File: src/rtl/xls_pkg.sv
package xls_pkg;

  typedef enum logic [1:0] {
    ST_IDLE   = 2'd0,
    ST_BEAT   = 2'd1,
    ST_STALL  = 2'd2,
    ST_FINISH = 2'd3
  } seqState_t;

  // Strobes from control to datapath
  typedef struct packed {
    logic loadCnt;   // minor loop begins: load byte counter
    logic beatDec;   // one beat completed
    logic minorEnd;  // minor loop finished: iteration bookkeeping
  } seqStrobe_t;

  localparam logic [1:0] LINK_MINOR = 2'd1;
  localparam logic [1:0] LINK_MAJOR = 2'd2;
  localparam int         STALL_W    = 4;

  function automatic logic [STALL_W-1:0] stallLen(input logic [1:0] code);
    case (code)
      2'd2:    stallLen = STALL_W'(4);
      2'd3:    stallLen = STALL_W'(8);
      default: stallLen = '0;
    endcase
  endfunction

endpackage

File: src/rtl/xls_ctrl.sv
module xls_ctrl
  import xls_pkg::*;
(
  input  logic       clk,
  input  logic       rstN,
  input  logic       swStart,
  input  logic       hwReq,
  input  logic       reqEn,
  input  logic       debugHold,
  input  logic       beatDone,
  input  logic [1:0] cfgBw,
  input  logic       nbZero,
  input  logic       cntLastBeat,
  output seqStrobe_t stb,
  output logic       beatReq,
  output logic       active
);

  seqState_t          state, stateNext;
  logic [STALL_W-1:0] stallCnt, stallCntNext;
  logic [STALL_W-1:0] stallN;
  logic               lastBeat, lastBeatNext;
  logic               swPend;
  logic               go;

  assign stallN = stallLen(cfgBw);
  assign go     = (swPend | swStart | (hwReq & reqEn)) & ~debugHold;

  always_comb begin
    stateNext    = state;
    stallCntNext = stallCnt;
    lastBeatNext = lastBeat;
    stb          = '0;
    beatReq      = 1'b0;
    unique case (state)
      ST_IDLE: begin
        if (go) begin
          stb.loadCnt = 1'b1;
          stateNext   = nbZero ? ST_FINISH : ST_BEAT;
        end
      end
      ST_BEAT: begin
        beatReq = 1'b1;
        if (beatDone) begin
          stb.beatDec  = 1'b1;
          lastBeatNext = cntLastBeat;
          if (stallN != '0) begin
            stateNext    = ST_STALL;
            stallCntNext = stallN - STALL_W'(1);
          end else begin
            stateNext = cntLastBeat ? ST_FINISH : ST_BEAT;
          end
        end
      end
      ST_STALL: begin
        if (stallCnt == '0) stateNext = lastBeat ? ST_FINISH : ST_BEAT;
        else                stallCntNext = stallCnt - STALL_W'(1);
      end
      ST_FINISH: begin
        stb.minorEnd = 1'b1;
        stateNext    = ST_IDLE;
      end
      default: stateNext = ST_IDLE;
    endcase
  end

  always_ff @(posedge clk or negedge rstN) begin
    if (!rstN) begin
      state    <= ST_IDLE;
      stallCnt <= '0;
      lastBeat <= 1'b0;
      swPend   <= 1'b0;
    end else begin
      state    <= stateNext;
      stallCnt <= stallCntNext;
      lastBeat <= lastBeatNext;
      swPend   <= (swPend | swStart) & ~stb.loadCnt;
    end
  end

  assign active = (state != ST_IDLE);

  // debug hold keeps an idle channel idle
  p_debug_hold_r8: assert property (@(posedge clk) disable iff (!rstN)
    (state == ST_IDLE && debugHold) |=> (state == ST_IDLE));

  // with a stall code a beat is never followed directly by another request
  p_stall_gap_r5: assert property (@(posedge clk) disable iff (!rstN)
    (beatReq && beatDone && cfgBw[1]) |=> !beatReq);

  // a beat is only requested while a loop is running
  p_beat_in_loop_r1: assert property (@(posedge clk) disable iff (!rstN)
    beatReq |-> active);

endmodule

File: src/rtl/xls_dp.sv
module xls_dp
  import xls_pkg::*;
#(
  parameter int NB_W       = 16,
  parameter int IT_W       = 15,
  parameter int CH_W       = 5,
  parameter int BEAT_BYTES = 4
) (
  input  logic            clk,
  input  logic            rstN,
  input  seqStrobe_t      stb,
  input  logic            active,
  input  logic            cfgLoad,
  input  logic            reqEnSet,
  input  logic            reqEnClr,
  input  logic [NB_W-1:0] cfgNbytes,
  input  logic [IT_W-1:0] cfgBiter,
  input  logic [1:0]      cfgLinkMode,
  input  logic [CH_W-1:0] cfgLinkCh,
  input  logic            cfgAutoStop,
  input  logic            cfgIntHalfEn,
  input  logic            cfgIntMajorEn,
  output logic            nbZero,
  output logic            cntLastBeat,
  output logic [NB_W-1:0] nbytesLive,
  output logic [IT_W-1:0] citer,
  output logic            done,
  output logic            intHalf,
  output logic            intMajor,
  output logic            linkReq,
  output logic [CH_W-1:0] linkCh,
  output logic            reqEn
);

  localparam logic [NB_W-1:0] BEAT_N = NB_W'(BEAT_BYTES);

  logic [NB_W-1:0] cnt;
  logic            lastIter;
  logic [IT_W-1:0] citerDec;
  logic            halfHit;
  logic            linkFire;

  assign nbZero      = (cfgNbytes == '0);
  assign cntLastBeat = (cnt <= BEAT_N);
  assign lastIter    = (citer <= IT_W'(1));
  assign citerDec    = citer - IT_W'(1);
  assign halfHit     = !lastIter && (citerDec == (cfgBiter >> 1));
  assign linkFire    = (cfgLinkMode == LINK_MINOR) ||
                       ((cfgLinkMode == LINK_MAJOR) && lastIter);
  assign nbytesLive  = active ? cnt : cfgNbytes;

  // Live minor loop byte counter
  always_ff @(posedge clk or negedge rstN) begin
    if (!rstN)            cnt <= '0;
    else if (stb.loadCnt) cnt <= cfgNbytes;
    else if (stb.beatDec) cnt <= cntLastBeat ? '0 : cnt - BEAT_N;
  end

  // Iteration counter and completion flag
  always_ff @(posedge clk or negedge rstN) begin
    if (!rstN) begin
      citer <= '0;
      done  <= 1'b0;
    end else if (stb.minorEnd) begin
      if (lastIter) begin
        citer <= cfgBiter;
        done  <= 1'b1;
      end else begin
        citer <= citerDec;
      end
    end else if (cfgLoad) begin
      citer <= cfgBiter;
      done  <= 1'b0;
    end else if (stb.loadCnt) begin
      done <= 1'b0;
    end
  end

  // Event pulses
  always_ff @(posedge clk or negedge rstN) begin
    if (!rstN) begin
      intHalf  <= 1'b0;
      intMajor <= 1'b0;
      linkReq  <= 1'b0;
      linkCh   <= '0;
    end else begin
      intHalf  <= stb.minorEnd && cfgIntHalfEn && halfHit;
      intMajor <= stb.minorEnd && cfgIntMajorEn && lastIter;
      linkReq  <= stb.minorEnd && linkFire;
      if (stb.minorEnd && linkFire) linkCh <= cfgLinkCh;
    end
  end

  // Hardware request enable
  always_ff @(posedge clk or negedge rstN) begin
    if (!rstN)                                        reqEn <= 1'b0;
    else if (stb.minorEnd && lastIter && cfgAutoStop) reqEn <= 1'b0;
    else if (reqEnClr)                                reqEn <= 1'b0;
    else if (reqEnSet)                                reqEn <= 1'b1;
  end

  // the counter drops by one beat of bytes per completed beat
  p_live_count_r2: assert property (@(posedge clk) disable iff (!rstN)
    (stb.beatDec && cnt > BEAT_N) |=> (cnt == $past(cnt) - BEAT_N));

  // plain decrement before exhaustion
  p_citer_step_r3: assert property (@(posedge clk) disable iff (!rstN)
    (stb.minorEnd && citer > IT_W'(1)) |=> (citer == $past(citer) - IT_W'(1)));

  // exhaustion sets done and reloads
  p_exhaust_reload_r3: assert property (@(posedge clk) disable iff (!rstN)
    (stb.minorEnd && citer <= IT_W'(1)) |=> (done && citer == $past(cfgBiter)));

  // link request lasts exactly one cycle
  p_link_pulse_r4: assert property (@(posedge clk) disable iff (!rstN)
    linkReq |=> !linkReq);

  // auto-stop clears the enable at completion
  p_autostop_r6: assert property (@(posedge clk) disable iff (!rstN)
    (stb.minorEnd && citer <= IT_W'(1) && cfgAutoStop) |=> !reqEn);

  // half and major interrupts never coincide
  p_irq_excl_r7: assert property (@(posedge clk) disable iff (!rstN)
    !(intHalf && intMajor));

endmodule

File: src/rtl/xfer_loop_seq.sv
module xfer_loop_seq
  import xls_pkg::*;
#(
  parameter int NB_W       = 16,
  parameter int IT_W       = 15,
  parameter int CH_W       = 5,
  parameter int BEAT_BYTES = 4
) (
  input  logic            clk,
  input  logic            rstN,
  input  logic            swStart,
  input  logic            hwReq,
  input  logic            reqEnSet,
  input  logic            reqEnClr,
  input  logic            debugHold,
  input  logic            beatDone,
  input  logic            cfgLoad,
  input  logic [NB_W-1:0] cfgNbytes,
  input  logic [IT_W-1:0] cfgBiter,
  input  logic [1:0]      cfgLinkMode,
  input  logic [CH_W-1:0] cfgLinkCh,
  input  logic [1:0]      cfgBw,
  input  logic            cfgAutoStop,
  input  logic            cfgIntHalfEn,
  input  logic            cfgIntMajorEn,
  output logic            beatReq,
  output logic            active,
  output logic [NB_W-1:0] nbytesLive,
  output logic [IT_W-1:0] citer,
  output logic            done,
  output logic            intHalf,
  output logic            intMajor,
  output logic            linkReq,
  output logic [CH_W-1:0] linkCh,
  output logic            reqEn
);

  seqStrobe_t stb;
  logic       nbZero;
  logic       cntLastBeat;

  xls_ctrl u_ctrl (
    .clk         (clk),
    .rstN        (rstN),
    .swStart     (swStart),
    .hwReq       (hwReq),
    .reqEn       (reqEn),
    .debugHold   (debugHold),
    .beatDone    (beatDone),
    .cfgBw       (cfgBw),
    .nbZero      (nbZero),
    .cntLastBeat (cntLastBeat),
    .stb         (stb),
    .beatReq     (beatReq),
    .active      (active)
  );

  xls_dp #(
    .NB_W       (NB_W),
    .IT_W       (IT_W),
    .CH_W       (CH_W),
    .BEAT_BYTES (BEAT_BYTES)
  ) u_dp (
    .clk           (clk),
    .rstN          (rstN),
    .stb           (stb),
    .active        (active),
    .cfgLoad       (cfgLoad),
    .reqEnSet      (reqEnSet),
    .reqEnClr      (reqEnClr),
    .cfgNbytes     (cfgNbytes),
    .cfgBiter      (cfgBiter),
    .cfgLinkMode   (cfgLinkMode),
    .cfgLinkCh     (cfgLinkCh),
    .cfgAutoStop   (cfgAutoStop),
    .cfgIntHalfEn  (cfgIntHalfEn),
    .cfgIntMajorEn (cfgIntMajorEn),
    .nbZero        (nbZero),
    .cntLastBeat   (cntLastBeat),
    .nbytesLive    (nbytesLive),
    .citer         (citer),
    .done          (done),
    .intHalf       (intHalf),
    .intMajor      (intMajor),
    .linkReq       (linkReq),
    .linkCh        (linkCh),
    .reqEn         (reqEn)
  );

endmodule

File: config.mk
export PLATFORM = sky130hd
export DESIGN_NAME = xfer_loop_seq
export DESIGN_NICKNAME = d
export VERILOG_FILES = /design/src/rtl/xls_pkg.sv /design/src/rtl/xls_ctrl.sv /design/src/rtl/xls_dp.sv /design/src/rtl/xfer_loop_seq.sv
export SDC_FILE = /design/constraint.sdc
export NUM_CORES = 1
export LEC_CHECK = 0
export ABC_AREA = 1
export BUFFER_PORTS_ARGS = -buffer_cell sky130_fd_sc_hd__buf_2
export CAP_MARGIN = 5
export CELL_PAD_IN_SITES_DETAIL_PLACEMENT = 0
export CELL_PAD_IN_SITES_GLOBAL_PLACEMENT = 1
export CORE_MARGIN = 2
export CORE_UTILIZATION = 25
export DETAILED_ROUTE_END_ITERATION = 6
export PLACE_DENSITY_LB_ADDON = 0.1
export RECOVER_POWER = 50
export SLEW_MARGIN = 20
export SYNTH_ARGS = -nofsm -noshare
export SYNTH_HDL_FRONTEND = slang
export SYNTH_SLANG_ARGS = --single-unit
File: constraint.sdc
create_clock -name clk -period 3.8 [get_ports clk]
set_input_delay 0.57 -clock clk [delete_from_list [all_inputs] [get_ports clk]]
set_output_delay 0.57 -clock clk [all_outputs]
set_load 0.03 [all_outputs]
Word-level counts from Yosys, hierarchy flattened
Index checks and enable logic that the tools add are counted.

Div/mod/pow operators: 0. Shift-type cells: 0. Add/sub/neg operators: 4. Multiply operators: 0. Bitwise gates (word level): 7. Equality and inequality tests: 14. Reduce and logical (&&, ||, !) cells: 25. Magnitude comparators: 2. Mux-type cells: 33.

Operators with widths (number): $mux W16 (4); $mux W15 (3); $le A16 B3 Y1 const B (1); $logic_not A16 Y1 (1); $pmux W4 S2 (2); $sub A16 B3 Y16 const B (1); $eq A15 B14 Y1 (1); $le A15 B1 Y1 const B (1); $sub A15 B1 Y15 const B (1); $mux W2 (7); $mux W1 (13); $mux W4 (3); $eq A2 B2 Y1 const B (5); $logic_and A1 B1 Y1 (9); $pmux W2 S4 (1); $reduce_bool A2 Y1 (4); $sub A4 B1 Y4 const B (2); $ne A2 B1 Y1 const B (3); $ne A2 B2 Y1 const B (3); $reduce_bool A3 Y1 (2); $eq A2 B1 Y1 const B (2); $logic_not A4 Y1 (1); $reduce_and A2 Y1 (2); $reduce_and A4 Y1 (1); 8 further kinds (12).

Bits in latches: 0. Flip-flop bits (word level): 49. Memories: 0. Memory bits (writable): 0. Bits in read-only memories: 0. Input bits: 52.

Depth between registers and ports, before layout
Word-level depth: 8. Depth in mapped cells: 14. Depth with buffers taken out: 13.

Modules after synthesis
Synthesis repeated with hierarchy kept, for this count alone.

Cell total of the unflattened synthesis: 528. Area total of the unflattened synthesis: 3698.5 sq um.

Modules (own cells, without submodules): xls_dp (sequential area each 1026.0 sq um, instances 1, area an instance 3138.0 sq um, cells each 445); xls_ctrl (sequential area each 200.2 sq um, instances 1, area an instance 560.5 sq um, cells each 83).

Worst setup path after synthesis
OpenSTA, ideal clock, no wires.

Path type: register to output. From: register u_ctrl.state[1]. To: output nbytesLive[0]. Required time: 3.230 ns. Arrival: 1.559 ns. Path slack: 1.671 ns. Stages on the path, launching flop included: 5. Buffers on the path: 2. Cell sequence: dfrtp_1 -> nor2_2 -> buf_2 -> clkbuf_1 -> o21ai_0.

Word-level cells in the longest chain between the ends: 2.

RTL lines: start: declaration (RTL line xls_ctrl.sv:19) `seqState_t state, stateNext;`; start signal: assignment (RTL line xls_ctrl.sv:74) `state <= stateNext;`; $reduce_bool A2 Y1 (RTL line xls_ctrl.sv:81) `assign active = (state != ST_IDLE);`; $mux W16 (RTL line xls_dp.sv:50) `assign nbytesLive = active ? cnt : cfgNbytes;`; end: declaration (RTL line xfer_loop_seq.sv:28) `output logic [NB_W-1:0] nbytesLive,`.

No other way between the ends.

Final worst setup path
From: register u_ctrl.state[0]. To: output nbytesLive[6].

The elaborated chain is that of the path after synthesis.

==> metrics <==
setup ws final between 1.5 and 2 ns; post-synth top area share 0.338; Post-Route Skew roughly 0.0067 ns; Ports 95; share of the yosys chip area belonging to registers 0.338; Total Wirelength ~12000 um; post-route total power 3.93 mW; total area of multi-input combinational cells 0.00207 mm2; Antenna Cells 0; capturing element of the worst setup path nbytesLive[6]; net count of the finished layout a little under 700; worst hold path cell count 3; CTS tree yes; worst slew slack as a fraction of its limit -0.407; number of placement rows 44; most common library cell in the layout ignoring fill and taps sky130_fd_sc_hd__nand2_1; most frequent cells in the layout 170 x sky130_fd_sc_hd__nand2_1, 77 x sky130_fd_sc_hd__buf_2, 59 x sky130_fd_sc_hd__inv_1; cell types occupying the most area after synthesis sky130_fd_sc_hd__dfrtp_1 34%, sky130_fd_sc_hd__nand2_1 18%, sky130_fd_sc_hd__nand3_1 8.0%, sky130_fd_sc_hd__inv_1 6.0%, sky130_fd_sc_hd__nor2_1 5.2%; Crit. Startpoint u_ctrl.state[0]; global-route wire length before repair 19400 um; Hold WS 0.458 ns; placement-stage worst setup slack between 1.5 and 2 ns; count of final max-slew check failures 34; cell at the root of the clock tree sky130_fd_sc_hd__clkbuf_16; clock period minus worst slack ~2.2 ns; remaining number of nets flagged by the antenna check after routing 0; wire length per cell after detailed routing around 15 um; cell count after synthesis approximately 530; worst path cell trace nor2_2 -> buf_4 -> nand2_1 -> o21ai_0 -> buf_2; type of the setup path with the least slack register to output port; fillers ~1600; layout cell share with drive strength beyond 1 0.188; period utilization 0.586; post-synthesis register bit count 49; Initial DRC Count 163; quantity of hold-fixing buffers added after cts 0; FF/Latch Area approximately 0.0012 mm2; worst hold-check path type primary input to register; Finished Core Util 0.307; capture instance of the worst register-to-register path u_dp.cnt[7]; overflow left after global routing 0; maximum clock frequency roughly 450 MHz; per-cell via count in the routed design roughly 4.6; post-route insts no fill slightly above 800; longest individual stage delay on the worst path about 0.43 ns; maximum level of the CTS H-tree 2; Clock Path Buffers 2; number of library cell types mapped by synthesis 36; # DRC 0; Core Region 0.0144 mm2; Data required, critical path about 3.2 ns; area of all placed cells without fillers 0.00441 mm2; setup repair after global routing missed its margin no; result of the run finished, violations left; cell total after placement 803; maximum fanout count along the critical path 33; Critical-path top delay cell sky130_fd_sc_hd__dfrtp_1; post-CTS setup buffer count 0; Worst Reg-to-Reg Cells 11; VDD IR max approximately 0.24 mV; die height around 120 um; Layout Area Growth over Synthesis 21.4%; element type at the critical path end output port; Synth async-reset ratio 1.00; effective utilization at floorplan 0.253; count of yosys warnings during synthesis 0; total stage count of the critical path 5; primary flip-flop cell chosen by synthesis mapping sky130_fd_sc_hd__dfrtp_1; # setup viols final 0; Initial DRT Pass Iterations 4; cell leakage power about 2.2 nW; setup slack of the most critical reg-to-reg path about 1.7 ns; Post-Synthesis Mean Instance Area roughly 7 um2; number of buffers created by CTS 5; Post-DP HPWL a little over 9000 um; failing checks max-capacitance violations, max-slew violations; cell area after synthesis approximately 0.0036 mm2; clock insertion delay at the later pin of the skew report roughly 0.30 ns; total via count in the routed design ~3700; Fin. Hold Viols 0; Port-buffer cells 94; reg2reg start u_ctrl.state[0]; via count of the first global-routing pass 3737; Resized cells post-CTS 0; register clock-pin slew on the reported worst setup and hold paths 0.07 ns; P per Cell Area around 890 mW/mm2; Num Clock Sinks 49; number of antenna violations at the first check in global routing 0; syn_nets 590; placed inst area 0.00428 mm2; Die Outline Area between 0.015 and 0.02 mm2; slew at the pin with the worst max-slew slack ~2.1 ns; Crit path arrival time 1.66 ns; gpl congestion roughly 0.83; count of flip-flops with a built-in enable after synthesis 0; total routing resource utilization after global routing 0.156; largest delay contributor family on the critical path buffers and inverters; startpoint kind of the worst setup timing path register; final sum of negative setup slack 0 ns; die width between 100 and 150 um; combined buffer and inverter count along the critical path 2; largest net degree at the start of global routing 34; top cell type by total area after synthesis sky130_fd_sc_hd__dfrtp_1; max-cap check violation count 1
[cell type report]
class / count / area share
Timing Repair Buffer: 96 / 0.105
Sequential cell: 49 / 0.278
Clock inverter: 3 / 0.00993
Tap cell: 184 / 0.0522
Inverter: 65 / 0.0559
Multi-Input combinational cell: 409 / 0.470
Clock buffer: 5 / 0.0284
[worst min path at each step]
stage                    endpoint  slack (ns)          startpoint
3_3_place_gp        u_ctrl.swPend        0.48       u_ctrl.swPend
3_5_place_dp   u_ctrl.stallCnt[2]        0.48  u_ctrl.stallCnt[2]
4_1_cts             u_dp.citer[2]        0.42                rstN
5_1_grt            u_dp.linkCh[4]        0.45        cfgLinkCh[4]
2_1_floorplan     u_ctrl.lastBeat        0.27                rstN
6_report           u_dp.linkCh[1]        0.46        cfgLinkCh[1]
[layer usage]
| layer | GRT usage | up-vias | share of wire |
|---|---|---|---|
| met2 | 0.258 | 80 | 0.46 |
| met1 | 0.208 | 1708 | 0.48 |
| li1 | - | 1912 | - |
| met3 | 0.0365 | 7 | 0.045 |
| met5 | 0 | - | 0 |
| met4 | 0.0297 | 0 | 0.0084 |
[state kept, by name, indices dropped and copies added, names as in the netlist]
signal / count
u_dp.cnt: 16
u_dp.citer: 15
u_dp.linkCh: 5
u_ctrl.stallCnt: 4
u_ctrl.state: 2
u_ctrl.lastBeat: 1
u_ctrl.swPend: 1
u_dp.done: 1
u_dp.intHalf: 1
u_dp.intMajor: 1
u_dp.linkReq: 1
u_dp.reqEn: 1
[worst register-to-register path, delay by kind of cell, from the launching register on]
kind | cells | cell delay, ns
and+or+nand+nor | 4 | 0.95
DFF | 1 | 0.42
buffers and inverters | 4 | 0.40
AOI/OAI and AO/OA | 2 | 0.16
xor gates and xnor gates | 1 | 0.14
[synthesized netlist by cell type (4+ instances only)]
cell,count
sky130_fd_sc_hd__nor3_1,5
sky130_fd_sc_hd__nor4_1,5
sky130_fd_sc_hd__dfrtp_1,49
sky130_fd_sc_hd__nor2_4,8
sky130_fd_sc_hd__xor2_1,11
sky130_fd_sc_hd__a21oi_1,7
sky130_fd_sc_hd__nand2_2,4
sky130_fd_sc_hd__nand2_1,170
sky130_fd_sc_hd__o211ai_1,9
sky130_fd_sc_hd__nand4_1,5
sky130_fd_sc_hd__inv_2,6
sky130_fd_sc_hd__nor2_2,9
sky130_fd_sc_hd__buf_2,6
sky130_fd_sc_hd__ha_1,5
sky130_fd_sc_hd__o21ai_0,37
sky130_fd_sc_hd__nor2_1,50
sky130_fd_sc_hd__o21ai_1,6
sky130_fd_sc_hd__nand3_1,58
sky130_fd_sc_hd__inv_1,58
[where the power goes]
group / internal (mW) / switching, mW / total (mW)
logic: 0.709 / 1.63 / 2.34
clock network: 0.313 / 0.228 / 0.541
registers: 0.756 / 0.293 / 1.05
[logic make-up after synthesis]
group                      after synthesis  share of synthesized area
xor gates and xnor gates                15                     0.0476
buffers and inverters                   75                     0.0855
and+or+nand+nor                        324                      0.411
DFF                                     49                      0.338
adders and majority gates                5                     0.0172
AOI/OAI and AO/OA                       65                      0.101
Power figures use the tool's default switching activity.
